$ cat src/rtl/cis_copy_pkg.sv
package cis_copy_pkg;

  typedef enum logic [1:0] {
    ST_IDLE  = 2'd0,
    ST_FETCH = 2'd1,
    ST_STORE = 2'd2,
    ST_DONE  = 2'd3
  } copyState_t;

  // Strobes from the sequencer to the datapath.
  typedef struct packed {
    logic clearCnt;  // return byte index to zero
    logic loadByte;  // capture the acknowledged byte
    logic stepCnt;   // move to the next byte index
  } dpCtl_t;

endpackage

$ cat src/rtl/cis_copy_ctrl.sv
module cis_copy_ctrl
  import cis_copy_pkg::*;
(
  input  logic   clk,
  input  logic   rstN,
  input  logic   eeAck,
  input  logic   lastByte,
  output logic   eeReq,
  output logic   sramWe,
  output logic   hostWait,
  output logic   copyDone,
  output dpCtl_t ctl
);

  copyState_t state, stateNext;

  always_ff @(posedge clk or negedge rstN) begin
    if (!rstN) state <= ST_IDLE;
    else       state <= stateNext;
  end

  always_comb begin
    stateNext = state;
    case (state)
      ST_IDLE:  stateNext = ST_FETCH;
      ST_FETCH: if (eeAck) stateNext = ST_STORE;
      ST_STORE: stateNext = lastByte ? ST_DONE : ST_FETCH;
      ST_DONE:  stateNext = ST_DONE;
      default:  stateNext = ST_IDLE;
    endcase
  end

  always_ff @(posedge clk or negedge rstN) begin
    if (!rstN)                               copyDone <= 1'b0;
    else if (state == ST_STORE && lastByte)  copyDone <= 1'b1;
  end

  always_comb begin
    eeReq        = (state == ST_FETCH);
    sramWe       = (state == ST_STORE);
    hostWait     = (state != ST_DONE);
    ctl.clearCnt = (state == ST_IDLE);
    ctl.loadByte = (state == ST_FETCH) && eeAck;
    ctl.stepCnt  = (state == ST_STORE) && !lastByte;
  end

  // single-cycle strobe
  a_r5_we_single: assert property (@(posedge clk) disable iff (!rstN)
    sramWe |=> !sramWe);

  // each write follows an accepted handshake
  a_r5_we_after_ack: assert property (@(posedge clk) disable iff (!rstN)
    sramWe |-> $past(eeReq && eeAck));

  // request held until acknowledged
  a_r6_req_hold: assert property (@(posedge clk) disable iff (!rstN)
    (eeReq && !eeAck) |=> eeReq);

  // done is sticky and quiet
  a_r7_done_sticky: assert property (@(posedge clk) disable iff (!rstN)
    copyDone |=> (copyDone && !eeReq && !sramWe));

endmodule

$ cat src/rtl/cis_copy_dp.sv
module cis_copy_dp
  import cis_copy_pkg::*;
#(
  parameter int CIS_BYTES = 288,
  parameter int CNT_W     = 9,
  parameter int SRAM_AW   = 12,
  parameter int DATA_W    = 8
) (
  input  logic               clk,
  input  logic               rstN,
  input  dpCtl_t             ctl,
  input  logic [DATA_W-1:0]  eeData,
  output logic [CNT_W-1:0]   eeAddr,
  output logic [SRAM_AW-1:0] sramAddr,
  output logic [DATA_W-1:0]  sramData,
  output logic               lastByte
);

  localparam logic [CNT_W-1:0] LAST_IDX = CNT_W'(CIS_BYTES - 1);

  logic [CNT_W-1:0]  byteCnt;
  logic [DATA_W-1:0] byteReg;

  always_ff @(posedge clk or negedge rstN) begin
    if (!rstN)             byteCnt <= '0;
    else if (ctl.clearCnt) byteCnt <= '0;
    else if (ctl.stepCnt)  byteCnt <= byteCnt + 1'b1;
  end

  always_ff @(posedge clk or negedge rstN) begin
    if (!rstN)             byteReg <= '0;
    else if (ctl.loadByte) byteReg <= eeData;
  end

  always_comb begin
    eeAddr   = byteCnt;
    sramAddr = SRAM_AW'({byteCnt, 1'b0});
    sramData = byteReg;
    lastByte = (byteCnt == LAST_IDX);
  end

  // the index never leaves the structure
  a_r2_index_bound: assert property (@(posedge clk) disable iff (!rstN)
    byteCnt <= LAST_IDX);

  // stepping never happens together with a clear
  a_r2_no_step_clear: assert property (@(posedge clk) disable iff (!rstN)
    !(ctl.stepCnt && ctl.clearCnt));

endmodule

$ cat src/rtl/cis_boot_copy.sv
module cis_boot_copy
  import cis_copy_pkg::*;
#(
  parameter int CIS_BYTES = 288,
  parameter int SRAM_AW   = 12,
  parameter int DATA_W    = 8,
  localparam int EE_AW    = $clog2(CIS_BYTES)
) (
  input  logic               clk,
  input  logic               rstN,
  output logic               eeReq,
  output logic [EE_AW-1:0]   eeAddr,
  input  logic               eeAck,
  input  logic [DATA_W-1:0]  eeData,
  output logic               sramWe,
  output logic [SRAM_AW-1:0] sramAddr,
  output logic [DATA_W-1:0]  sramData,
  output logic               hostWait,
  output logic               copyDone
);

  dpCtl_t ctl;
  logic   lastByte;

  cis_copy_ctrl u_ctrl (
    .clk      (clk),
    .rstN     (rstN),
    .eeAck    (eeAck),
    .lastByte (lastByte),
    .eeReq    (eeReq),
    .sramWe   (sramWe),
    .hostWait (hostWait),
    .copyDone (copyDone),
    .ctl      (ctl)
  );

  cis_copy_dp #(
    .CIS_BYTES (CIS_BYTES),
    .CNT_W     (EE_AW),
    .SRAM_AW   (SRAM_AW),
    .DATA_W    (DATA_W)
  ) u_dp (
    .clk      (clk),
    .rstN     (rstN),
    .ctl      (ctl),
    .eeData   (eeData),
    .eeAddr   (eeAddr),
    .sramAddr (sramAddr),
    .sramData (sramData),
    .lastByte (lastByte)
  );

  // Write counter kept only for the total-count assertion.
  logic [EE_AW:0] wrSeen;
  always_ff @(posedge clk or negedge rstN) begin
    if (!rstN)       wrSeen <= '0;
    else if (sramWe) wrSeen <= wrSeen + 1'b1;
  end

  // completion only after the full structure
  a_r2_total_bytes: assert property (@(posedge clk) disable iff (!rstN)
    $rose(copyDone) |-> (wrSeen == (EE_AW+1)'(CIS_BYTES)));

  // writes land on twice the fetched index
  a_r3_even_target: assert property (@(posedge clk) disable iff (!rstN)
    sramWe |-> (sramAddr[0] == 1'b0 && sramAddr == SRAM_AW'({eeAddr, 1'b0})));

  // host held off for the whole copy
  a_r4_wait_cover: assert property (@(posedge clk) disable iff (!rstN)
    !copyDone |-> hostWait);

  // wait drops right after the final write
  a_r4_wait_release: assert property (@(posedge clk) disable iff (!rstN)
    $fell(hostWait) |-> $past(sramWe));

endmodule

$ cat config.mk
export PLATFORM = sky130hd
export DESIGN_NAME = cis_boot_copy
export DESIGN_NICKNAME = d
export VERILOG_FILES = /design/src/rtl/cis_copy_pkg.sv /design/src/rtl/cis_copy_ctrl.sv /design/src/rtl/cis_copy_dp.sv /design/src/rtl/cis_boot_copy.sv
export SDC_FILE = /design/constraint.sdc
export NUM_CORES = 1
export LEC_CHECK = 0
export ABC_AREA = 1
export BUFFER_PORTS_ARGS = -buffer_cell sky130_fd_sc_hd__clkbuf_2
export CORE_MARGIN = 4
export CORE_UTILIZATION = 50
export DETAILED_ROUTE_END_ITERATION = 8
export PLACE_DENSITY = 0.82
export SLEW_MARGIN = 20
export SYNTH_ARGS = -nofsm -noshare
export SYNTH_HDL_FRONTEND = slang
export SYNTH_HIERARCHICAL = 1
export SYNTH_SLANG_ARGS = --single-unit
$ cat constraint.sdc
create_clock -name clk -period 5.9 [get_ports clk]
set_clock_uncertainty 0.2 [all_clocks]
set_input_delay 1.77 -clock clk [delete_from_list [all_inputs] [get_ports clk]]
set_output_delay 1.77 -clock clk [all_outputs]
set_load 0.02 [all_outputs]
* After elaboration in Yosys (flattened, before gate mapping) *
Cells that the tools add are included.

cells by class
  add/subtract/negate cells = 1
  equality and inequality tests = 6
  multiplexer cells = 5
  reductions and logical operators = 6

operator list
  operator                                              number
  2-to-1 mux 9 bit                                      2
  adder 9 x 1 -> 9 bit (second input constant)          1
  equality test 9 bit (second input constant)           1
  case mux 2 bit (4 select lines)                       1
  equality test 2 bit (second input constant)           2
  2-to-1 mux 2 bit                                      2
  logical AND 1 bit                                     3
  equality test 2 x 1 -> 1 bit (second input constant)  1
  logical NOT 2 bit                                     1
  != test 2 x 1 -> 1 bit (second input constant)        1
  != test 2 bit (second input constant)                 1
  nonzero test 2 bit                                    1
  logical NOT 1 bit                                     1

storage, ports and cells
  bits in registers = 20
  output and inout bits = 33
  logic and storage cells = 22

* Longest topological paths before layout *
  depth after elaboration = 5
  mapped depth = 13
  gate-level depth less buffers = 13

* Modules after synthesis *
The synthesis kept the hierarchy.

by module, submodules not included
  module         instances  cells each  area an instance (um^2)  sequential area each (um^2)
  cis_copy_dp    1          100         929.6                    425.4
  cis_copy_ctrl  1          21          152.6                    75.1

* Worst setup path before layout *
No wires, ideal clock.

  path kind = in2reg
  start = in eeAck
  end = reg u_dp.byteReg[0], in the netlist u_dp/sramData[0]
  library setup time = 0.128 ns
  arrival = 2.352 ns
  data required time = 5.572 ns
  setup slack = 3.221 ns
  stages on the path = 4
  cell sequence = nand2_2 inv_2 buf_2 mux2_1

RTL lines
  what                  line                 source
  start, declared       cis_boot_copy.sv:13  input logic eeAck,
  end signal, assigned  cis_copy_dp.sv:32    else if (ctl.loadByte) byteReg <= eeData;
  end, declared         cis_copy_dp.sv:22    logic [DATA_W-1:0] byteReg;

* Worst setup path in the final report *
  start = reg u_ctrl.state[1]
  end = out sramWe

between the ends
  cells in the longest elaborated chain, start to end = 1

RTL lines
  what                    line                 source
  start, declared         cis_copy_ctrl.sv:15  copyState_t state, stateNext;
  start signal, assigned  cis_copy_ctrl.sv:19  else state <= stateNext;
  equality test 2 bit     cis_copy_ctrl.sv:40  sramWe = (state == ST_STORE);
  end, declared           cis_boot_copy.sv:15  output logic sramWe,

Every way passes these cells.

==> flow_summary_export.csv <==
group,metric,value,unit
timing,hold_viol,0,
worst_setup_path,critical_path_class,"reg -> out",
yosys,async_flop_share,100,%
placement,portBuffers,40,
clock_network,cts-buffers-inserted,3,
global_routing,grt_start_max_net_pins,21,
timing,fin_setup_tns,0,ns
floorplanning,die_y,54.5,um
clock_network,clk_latency,0.29,ns
global_routing,grt_pass1_vias,765,
worst_setup_path,cp.arrival,1.13,ns
clock_network,cts_resized,0,
yosys,synth_area,1080,um^2
yosys,synth.distinct_cells,23,
cells_and_area,syn_to_final_growth,16.9,%
pwr,power,0.000473,W
cells_and_area,antenna_cells,0,
clock_network,cts_max_level,1,
job,drv_cap,0,
clock_network,cts_setup_buffers,0,
routing,first_iter_violations,9,
timing,final_max_slew_viol_count,0,
routing,postRouteAntennaNets,0,
worst_setup_path,cp_cell_sequence,"inv_1, nor2_2, clkbuf_2",
clock_network,path_clk_slew,0.11,ns
routing,post-route-drc-count,0,
yosys,synthSimpleGateAreaFrac,25.3,%
timing,fmax,0.323,GHz
clock_network,cts.sink_count,20,
cells_and_area,utilization,63.2,%
yosys,synth_area_leader_cell,"dfrtp_1",
global_routing,grt_overflow,0,
timing,timing.final.crit_share,52.6,%
worst_setup_path,cpLargestDelayFamily,"flip-flops",
pwr,leakage,0.750,nW
clock_network,ctsHoldBuffers,0,
status,outcome,"completed",
yosys,synth_compound_area_share,1.85,%
floorplanning,rows,16,
worst_setup_path,path_buf_inv,2,
yosys,synth_edf_count,0,
yosys,synthMuxAreaShare,8.32,%
placement,hpwlAfterDp,1630,um
timing,rsz0062_at_grt,"no",
cells_and_area,fin_nets,167,
yosys,ys_ff_latch,20,
yosys,yosysWarnings,6,
floorplanning,dieArea,2970,um^2
routing,vias,872,
routing,wl_per_cell,11.0,um
routing,avgViaCountPerCell,4.82,
yosys,synth_top_area_share,46.2,%
yosys,ys_top_cells_by_area,"dfrtp_1 46%, nand2_1 9.7%, buf_4 8.3%",
clock_network,cts_buffer_depth,2,
cells_and_area,drive_above_1_share,37.7,%
worst_setup_path,required,3.93,ns
yosys,avgSynthCellArea,8.94,um^2
cells_and_area,n_fill_cell,200,
clock_network,cts_root_buf,"clkbuf_4",
global_routing,grt_pass1_wl,3190,um
yosys,yosysMostFrequentCell,"nand2_1",
worst_setup_path,cp_max_fo,5,
timing,maxSlewHeadroom,54.7,%
routing,wl,2000,um
pwr,powerDensity,374,nW/um^2
floorplanning,start_util,54.1,%
yosys,synth_cells,121,
floorplanning,die_x,54.5,um
timing,finalSetupViolations,0,
worst_setup_path,start_kind,"flip-flop",
yosys,synth_top_family_by_area,"simple AND/OR/NAND/NOR gates",
timing,tightest_slew,0.674,ns
global_routing,track_usage,15.0,%
yosys,yosys.area_share.adder,1.16,%
worst_setup_path,crit_path_end_kind,"output pin",
routing,drtPass1Iterations,4,
pwr,ir_worst_vdd,0.256,mV
yosys,synthTopCellsByCount,"28 x nand2_1, 20 x dfrtp_1, 12 x buf_4, 12 x nor2_1, 11 x inv_1",
clock_network,cts_tree,"built",
timing,min_period,3.10,ns
worst_setup_path,slowest_delay,0.44,ns
floorplanning,core_area,2000,um^2
global_routing,grt_antenna_before_repair,0,
min_path,hold_class,"reg -> reg",
worst_setup_path,crit_slowest_cell,"dfrtp_1",
yosys,synthXorXnorAreaFrac,0.809,%
yosys,ys.flop_type,"dfrtp_1",
floorplanning,io_pins,44,
placement,gp_congestion,0.821,
yosys,yosysSeqAreaShare,46.2,%
-- stage by stage --
stage / setup WS [ns] / std cells / cell area, um^2 / hold WS (ns)
floorplan: 3.22 / 123 / 1090 / 0.374
global placement: 3.17 / 177 / 1230 / 0.266
detailed placement: 3.13 / 177 / 1230 / 0.267
CTS: 2.79 / 181 / 1260 / 0.300
global route: 2.72 / 181 / 1260 / 0.320
finish: 2.80 / 181 / 1260 / 0.293
-- cells by family after synthesis --
family / after synthesis
other cells: 1
simple gates: 56
buf+inv: 30
compound gates: 4
mux: 8
xor+xnor: 1
flops: 20
fa+ha+maj: 1
-- cell type report --
| type | instances | area [um^2] | share of cell area (%) |
|---|---|---|---|
| multi-input cells | 73 | 417 | 32.9 |
| well taps | 27 | 33.8 | 2.67 |
| flip-flops and latches | 20 | 500 | 39.6 |
| clock buffers | 4 | 36.3 | 2.87 |
| repair buffers | 40 | 200 | 15.8 |
| inverters | 17 | 77.6 | 6.13 |
-- worst paths after layout --
path	start	to	slack [ns]	cells after the start
max in group asynchronous	rstN	u_dp/sramData[2]	3.95	1
min reg2reg	u_dp/sramData[5]	u_dp/sramData[5]	0.29	1
max	u_ctrl/state[1]	sramWe	2.80	3
max reg2reg	u_dp/eeAddr[0]	u_dp/eeAddr[5]	3.44	13
min in group asynchronous	rstN	u_dp/eeAddr[3]	1.22	1
min	u_dp/sramData[5]	u_dp/sramData[5]	0.29	1
-- state kept, by name, summed over array words and instances, names as in the netlist --
name,count
u_dp/sramData,8
u_dp/eeAddr,9
u_ctrl/state,2
u_ctrl/copyDone,1
-- power by group --
part | internal (W) | total [W] | switching [W] | leakage (nW)
clock | 0.0000376 | 0.0000772 | 0.0000396 | 0.0210
combinational | 0.0000648 | 0.000189 | 0.000124 | 0.480
sequential | 0.000177 | 0.000207 | 0.0000301 | 0.249
total | 0.000279 | 0.000473 | 0.000194 | 0.750
-- worst register-to-register path: cells and delay by family, from the launching register on --
| kind | cells | cell delay [ns] |
|---|---|---|
| adders and majority gates | 1 | 0.23 |
| buffers and inverters | 2 | 0.10 |
| DFF | 1 | 0.45 |
| and+or+nand+nor | 10 | 1.39 |
-- cell usage in the layout, fill, tap and decap left out --
master / count
nand4_1: 2
nand2_2: 1
inv_2: 5
mux2_1: 8
conb_1: 3
clkbuf_8: 1
nor2_2: 2
nand3_2: 2
nor3_1: 2
clkbuf_2: 40
nand2_1: 28
nand3b_2: 1
a21oi_1: 2
nand3_1: 4
dfrtp_1: 20
ha_1: 1
bufinv_8: 1
xnor2_1: 1
inv_1: 11
nor2_8: 1
nor2_4: 1
clkbuf_4: 3
o21ai_1: 2
nor2_1: 12
-- routing by layer --
metal  wire length (um)  share of wire, %  global-route usage, %
met5                  0                 0                      0
met4                  0                 0                   6.22
met3                164               8.2                   3.27
met2               1040                52                   26.5
met1                788                39                   17.4
Note: power is estimated with default switching activity, not from simulation.
